File: src/rtl/wpost_pkg.sv
// Shared types for the write-posting engine.
package wpost_pkg;
    typedef logic [7:0] byte_t;
endpackage

File: src/rtl/wpost_fifo.sv
// Byte FIFO for the posting path.
// Assumes: pop is only asserted while level is nonzero; a push into a full
// FIFO is dropped and recorded in a sticky overflow flag.
module wpost_fifo
    import wpost_pkg::*;
#(
    parameter int DEPTH = 64
) (
    input  logic                          clk,
    input  logic                          rst_n,
    input  logic                          push_valid,
    input  byte_t                         push_data,
    input  logic                          pop,
    input  logic                          ovf_clr,
    output byte_t                         pop_data,
    output logic [$clog2(DEPTH+1)-1:0]    level,
    output logic                          overflow
);
    localparam int AW = (DEPTH > 1) ? $clog2(DEPTH) : 1;
    localparam int FW = $clog2(DEPTH + 1);
    localparam logic [FW-1:0] FULL_LVL = FW'(DEPTH);

    byte_t           mem [DEPTH];
    logic [AW-1:0]   wr_ptr, rd_ptr, wr_nxt, rd_nxt;
    logic            full, push_ok;

    assign full    = (level == FULL_LVL);
    assign push_ok = push_valid && !full;
    assign pop_data = mem[rd_ptr];

    // Pointer advance: natural wrap for power-of-two depth, compare otherwise.
    generate
        if ((1 << AW) == DEPTH) begin : g_pow2
            assign wr_nxt = wr_ptr + 1'b1;
            assign rd_nxt = rd_ptr + 1'b1;
        end else begin : g_wrap
            assign wr_nxt = (wr_ptr == AW'(DEPTH - 1)) ? '0 : wr_ptr + 1'b1;
            assign rd_nxt = (rd_ptr == AW'(DEPTH - 1)) ? '0 : rd_ptr + 1'b1;
        end
    endgenerate

    // Storage write.
    always_ff @(posedge clk) begin
        if (push_ok) mem[wr_ptr] <= push_data;
    end

    // Pointer and occupancy tracking.
    always_ff @(posedge clk) begin
        if (!rst_n) begin
            wr_ptr <= '0;
            rd_ptr <= '0;
            level  <= '0;
        end else begin
            if (push_ok) wr_ptr <= wr_nxt;
            if (pop)     rd_ptr <= rd_nxt;
            case ({push_ok, pop})
                2'b10:   level <= level + 1'b1;
                2'b01:   level <= level - 1'b1;
                default: level <= level;
            endcase
        end
    end

    // Sticky record of dropped pushes.
    always_ff @(posedge clk) begin
        if (!rst_n)                   overflow <= 1'b0;
        else if (push_valid && full)  overflow <= 1'b1;
        else if (ovf_clr)             overflow <= 1'b0;
    end
endmodule

File: src/rtl/wpost_counter.sv
// Run control: holds the active flag and the remaining-byte count.
// Assumes: fire is only asserted while active. The run ends on its own
// when the last counted byte leaves.
module wpost_counter #(
    parameter int CW = 14
) (
    input  logic          clk,
    input  logic          rst_n,
    input  logic          start,
    input  logic [CW-1:0] xfer_count,
    input  logic          fire,
    output logic          active,
    output logic [CW-1:0] remaining,
    output logic          start_acc,
    output logic          tc_pulse
);
    logic [CW-1:0] rem_q;

    assign start_acc = start && !active && (xfer_count != '0);
    assign tc_pulse  = active && fire && (rem_q == CW'(1));
    assign remaining = active ? rem_q : '0;

    // Load on start, count down per drained byte, self-stop at zero.
    always_ff @(posedge clk) begin
        if (!rst_n) begin
            active <= 1'b0;
            rem_q  <= '0;
        end else if (start_acc) begin
            active <= 1'b1;
            rem_q  <= xfer_count;
        end else if (active && fire) begin
            rem_q <= rem_q - 1'b1;
            if (rem_q == CW'(1)) active <= 1'b0;
        end
    end
endmodule

File: src/rtl/wpost_events.sv
// Sticky event status and merged interrupt.
// Assumes: a set condition in the same cycle as a clear wins.
module wpost_events (
    input  logic clk,
    input  logic rst_n,
    input  logic thresh_hit,
    input  logic fifo_ev_en,
    input  logic fifo_ev_clr,
    input  logic tc_pulse,
    input  logic tc_ev_en,
    input  logic tc_ev_clr,
    output logic fifo_ev_st,
    output logic tc_ev_st,
    output logic irq
);
    // FIFO-space status: set while enabled condition holds, else clearable.
    always_ff @(posedge clk) begin
        if (!rst_n)                        fifo_ev_st <= 1'b0;
        else if (fifo_ev_en && thresh_hit) fifo_ev_st <= 1'b1;
        else if (fifo_ev_clr)              fifo_ev_st <= 1'b0;
    end

    // Terminal-count status: set on automatic completion when enabled.
    always_ff @(posedge clk) begin
        if (!rst_n)                   tc_ev_st <= 1'b0;
        else if (tc_pulse && tc_ev_en) tc_ev_st <= 1'b1;
        else if (tc_ev_clr)           tc_ev_st <= 1'b0;
    end

    // Merge enabled status bits.
    assign irq = (fifo_ev_st && fifo_ev_en) || (tc_ev_st && tc_ev_en);
endmodule

File: src/rtl/wpost_engine.sv
// Write-posting engine top: host pushes bytes, engine drains them to the
// memory side while active, counting down a programmed transfer length.
// Assumes: one byte per push; drain handshake is ready/valid.
module wpost_engine
    import wpost_pkg::*;
#(
    parameter int DEPTH = 64,
    parameter int CW    = 14,
    localparam int FW   = $clog2(DEPTH + 1)
) (
    input  logic          clk,
    input  logic          rst_n,
    input  logic          push_valid,
    input  logic [7:0]    push_data,
    input  logic          start,
    input  logic [CW-1:0] xfer_count,
    input  logic [FW-1:0] thresh,
    input  logic          fifo_ev_en,
    input  logic          fifo_ev_clr,
    input  logic          tc_ev_en,
    input  logic          tc_ev_clr,
    input  logic          drain_ready,
    output logic          drain_valid,
    output logic [7:0]    drain_data,
    output logic [FW-1:0] free_slots,
    output logic          thresh_hit,
    output logic [CW-1:0] remaining,
    output logic          active,
    output logic          overflow,
    output logic          fifo_ev_st,
    output logic          tc_ev_st,
    output logic          irq
);
    localparam logic [FW-1:0] FULL_LVL = FW'(DEPTH);

    logic [FW-1:0] level;
    logic          fire, start_acc, tc_pulse;
    byte_t         pop_data;

    // Drain handshake and free-space reporting.
    assign drain_valid = active && (level != '0);
    assign fire        = drain_valid && drain_ready;
    assign drain_data  = pop_data;
    assign free_slots  = FULL_LVL - level;
    assign thresh_hit  = (free_slots >= thresh);

    wpost_fifo #(.DEPTH(DEPTH)) u_fifo (
        .clk(clk), .rst_n(rst_n),
        .push_valid(push_valid), .push_data(push_data),
        .pop(fire), .ovf_clr(start_acc),
        .pop_data(pop_data), .level(level), .overflow(overflow)
    );

    wpost_counter #(.CW(CW)) u_cnt (
        .clk(clk), .rst_n(rst_n),
        .start(start), .xfer_count(xfer_count), .fire(fire),
        .active(active), .remaining(remaining),
        .start_acc(start_acc), .tc_pulse(tc_pulse)
    );

    wpost_events u_ev (
        .clk(clk), .rst_n(rst_n),
        .thresh_hit(thresh_hit),
        .fifo_ev_en(fifo_ev_en), .fifo_ev_clr(fifo_ev_clr),
        .tc_pulse(tc_pulse), .tc_ev_en(tc_ev_en), .tc_ev_clr(tc_ev_clr),
        .fifo_ev_st(fifo_ev_st), .tc_ev_st(tc_ev_st), .irq(irq)
    );
endmodule

File: config.mk
export PLATFORM = sky130hd
export DESIGN_NAME = wpost_engine
export DESIGN_NICKNAME = d
export VERILOG_FILES = /design/src/rtl/wpost_pkg.sv /design/src/rtl/wpost_fifo.sv /design/src/rtl/wpost_counter.sv /design/src/rtl/wpost_events.sv /design/src/rtl/wpost_engine.sv
export SDC_FILE = /design/constraint.sdc
export NUM_CORES = 1
export LEC_CHECK = 0
export ABC_CLOCK_PERIOD_IN_PS = 5500
export BUFFER_PORTS_ARGS = -buffer_cell sky130_fd_sc_hd__buf_2
export CORE_MARGIN = 2
export CORE_UTILIZATION = 54
export DETAILED_ROUTE_END_ITERATION = 16
export PLACE_DENSITY = 0.73
export SYNTH_ARGS = -nofsm -noshare
export SYNTH_HDL_FRONTEND = slang
export SYNTH_HIERARCHICAL = 1
export SYNTH_SLANG_ARGS = --single-unit
File: constraint.sdc
create_clock -name clk -period 5.5 [get_ports clk]
set_input_delay 0.275 -clock clk [delete_from_list [all_inputs] [get_ports clk]]
set_output_delay 0.275 -clock clk [all_outputs]
set_load 0.01 [all_outputs]
==> out/results.txt <==
status: completed
Fmax: 263 MHz
initial antenna violation count: 0
worst r2r path cells: 13
nets: 1,367
Worst Path Required: 5.22 ns
Initial Util: 55.0%
TritonRoute pass-1 iters: 8
vias in the first global route: 11,800
clock sink count: 555
GPL Wtd Cong: 0.812
Tmin final: 3.80 ns
total grt overflow: 0
Max Cap Violations: 0
Min-Delay Endpoint: u_cnt/rem_q[7]
WHS: 0.0290 ns
Antenna diodes: 0
Worst Clk Skew: 0.0226 ns
EDFF count, synth: 512
worst setup margin: 1.70 ns
Clock Root Buffer: clkbuf_16
Leakage: 7.91 nW
utilization after layout: 61.4%
Clock Latency Late Sink: 0.60 ns
critical setup path kind: flop to primary output
Hold WC Path Type: input port to flop
Yosys reg bits: 555
Startpoint Class: flop
Clock Path Buffers: 3
Ys Warns: 6
hold_sp: xfer_count[7]
Synth Flop Type: edfxtp_1
port buffer count: 73
TritonCTS clock tree: yes
Power Dens Cells: 348 nW/um2
total wire length: 47,200 um
die footprint: 43,500 um2
DR iter-0 viols: 1,128
WL/cell: 25.0 um
wire length of the first global-routing pass: 72,200 um
crit-path max FO: 41
DRT antenna net count: 0
R2R Path End: u_fifo/level[4]
endpoints failing setup: 0
commonest non-fill, non-tap cell in the layout: edfxtp_1
pin count of the biggest net entering global routing: 65
setup bufs post-CTS: 0
CTS Buf Count: 55
Worst Tran Pin Value: 1.23 ns
Worst EP arrival: 3.52 ns
synth unique cells: 72
DRC Markers: 0
H-tree levels: 2
Synth Cell Area: 22,600 um2
hold-critical path depth: 4
Reg clk slew, reported paths: 0.06 ns
area grow syn2layout: 11.6%
row cnt: 74
DR vias: 11,800
async set-reset flop share out of synthesis: 0%
Die Span X: 208 um
I/O pin cnt: 74
die height: 208 um
GRT Total Usage: 22.2%
nature of the critical path endpoint: primary output
reg2reg start: u_fifo/level[0]
syn_area_per_cell: 18.4 um2
Max-slew headroom: 17.9%
syn_nets: 1,282
Cells after Synth: 1,229
TNS Setup: 0 ns
Seq/Total Area, Yosys: 71.9%
crit share post-route: 69.0%
VDD IR-drop max: 0.281 mV
Worst R2R Setup Slack: 1.76 ns
most frequent cells in the layout: edfxtp_1 (512), mux4_2 (124), nor2_1 (105)
Vias per Instance: 6.26
layout cells sized above 1: 22.6%
RSZ-0062 raised after global routing: no
max-slew violations: 0
Final Hold Violating Endpoints: 0
CORE AREA: 41,000 um2
dpl ws: 1.83 ns
hpwl dp: 28,000 um
## Yosys cell counts (4+ instances only)
library cell | n | area, um2
xnor2_1 | 7 | 61.3
buf_2 | 17 | 85.1
o21ai_1 | 7 | 35.0
or3_1 | 6 | 37.5
and3_1 | 4 | 25.0
ha_1 | 15 | 188
mux2_2 | 5 | 56.3
buf_6 | 7 | 78.8
o31a_1 | 4 | 35.0
nor2b_1 | 8 | 50.1
o22ai_1 | 9 | 56.3
edfxtp_1 | 512 | 15400
and2_1 | 19 | 119
a211oi_1 | 8 | 60.1
nor3b_1 | 4 | 30.0
mux4_2 | 124 | 2790
o21ai_0 | 15 | 75.1
dfxtp_1 | 43 | 861
nand2b_1 | 11 | 68.8
nor4_1 | 6 | 37.5
xor2_1 | 11 | 96.3
clkbuf_1 | 26 | 97.6
buf_4 | 11 | 82.6
nor3_1 | 8 | 40.0
nand2_1 | 38 | 143
buf_1 | 4 | 15.0
nor2_1 | 105 | 394
o31ai_1 | 11 | 82.6
nand4_1 | 8 | 50.1
mux4_1 | 8 | 210
o21a_1 | 7 | 52.6
nand3_1 | 12 | 60.1
nand3b_1 | 4 | 30.0
inv_1 | 18 | 67.6
o221ai_1 | 6 | 52.6
mux2i_1 | 33 | 330
a21oi_1 | 33 | 165
## report_power, final
| part | internal [mW] | switching (mW) |
|---|---|---|
| sequential | 4.64 | 0.0434 |
| combinational | 0.196 | 0.275 |
| clock | 2.08 | 1.54 |
| total | 6.91 | 1.86 |
## layout make-up
type / count / area [um2]
sequential: 555 / 16200
clock buffer: 65 / 1420
fill: 2868 / 15800
clock inverter: 35 / 309
inverter: 20 / 75.1
timing repair buffer: 94 / 588
multi-input combinational: 588 / 5890
tap: 532 / 666
## through the flow
| stage | cells | power [mW] | instance area (um2) |
|---|---|---|---|
| 6_report | 1889 | 8.77 | 25200 |
| 5_1_grt | 1889 | 9.04 | 25200 |
| 4_1_cts | 1889 | 8.83 | 25200 |
| 3_5_place_dp | 1778 | 5.23 | 23400 |
| 3_3_place_gp | 1778 | 5.22 | 23400 |
| 2_1_floorplan | 1229 | 5.05 | 22600 |
## logic make-up (layout without fill, tap and decap cells)
family	after synthesis	after routing	share of synthesized area (%)
AND/OR/NAND/NOR	249	249	5.42
XOR/XNOR	18	18	0.698
multiplexers	170	170	15.0
AO/OA/AOI/OAI	136	136	4.12
buffers and inverters	86	214	1.99
flip-flops	555	555	71.9
adder cells (fa/ha/maj)	15	15	0.831
## critical path, stage by stage (launching register included)
cell,delay (ns)
dfxtp_4,0.84
buf_4,0.58
mux4_2,0.46
mux4_2,0.56
nor2_1,0.16
o31ai_1,0.13
buf_2,0.17
## per-layer routing
layer	vias to the layer above	share of wire (%)	global-route usage, %
met5	-	0	0
met4	0	3.1	8.11
met3	96	7.5	4.63
met2	506	49	35.3
met1	6082	41	30.8
li1	5148	-	-
## how the worst max path moves through the flow
stage | end | slack (ns) | cells past startpoint
5_1_grt | drain_data[5] | 1.52 | 6
4_1_cts | drain_data[5] | 1.63 | 6
3_3_place_gp | u_fifo/level[4] | 1.97 | 13
6_report | drain_data[5] | 1.70 | 6
3_5_place_dp | u_fifo/level[4] | 1.83 | 13
2_1_floorplan | u_fifo/level[4] | 2.15 | 14
## sequential cells by signal, summed over array words and instances, names as in the netlist, named ones only
| name | flops |
|---|---|
| u_fifo/rd_ptr | 6 |
| u_cnt/rem_q | 14 |
| u_cnt/active | 1 |
| u_ev/tc_ev_st | 1 |
| u_fifo/level | 7 |
| u_ev/fifo_ev_st | 1 |
| u_fifo/wr_ptr | 6 |
| u_fifo/overflow | 1 |
| u_fifo/mem | 512 |
## what timing repair did
action                                 in CTS  in global routing
hold buffers                               11                  0
endpoints found under the hold margin       9                  0
gates resized for setup                     0                  0
Note: power is estimated with default switching activity, not from simulation.
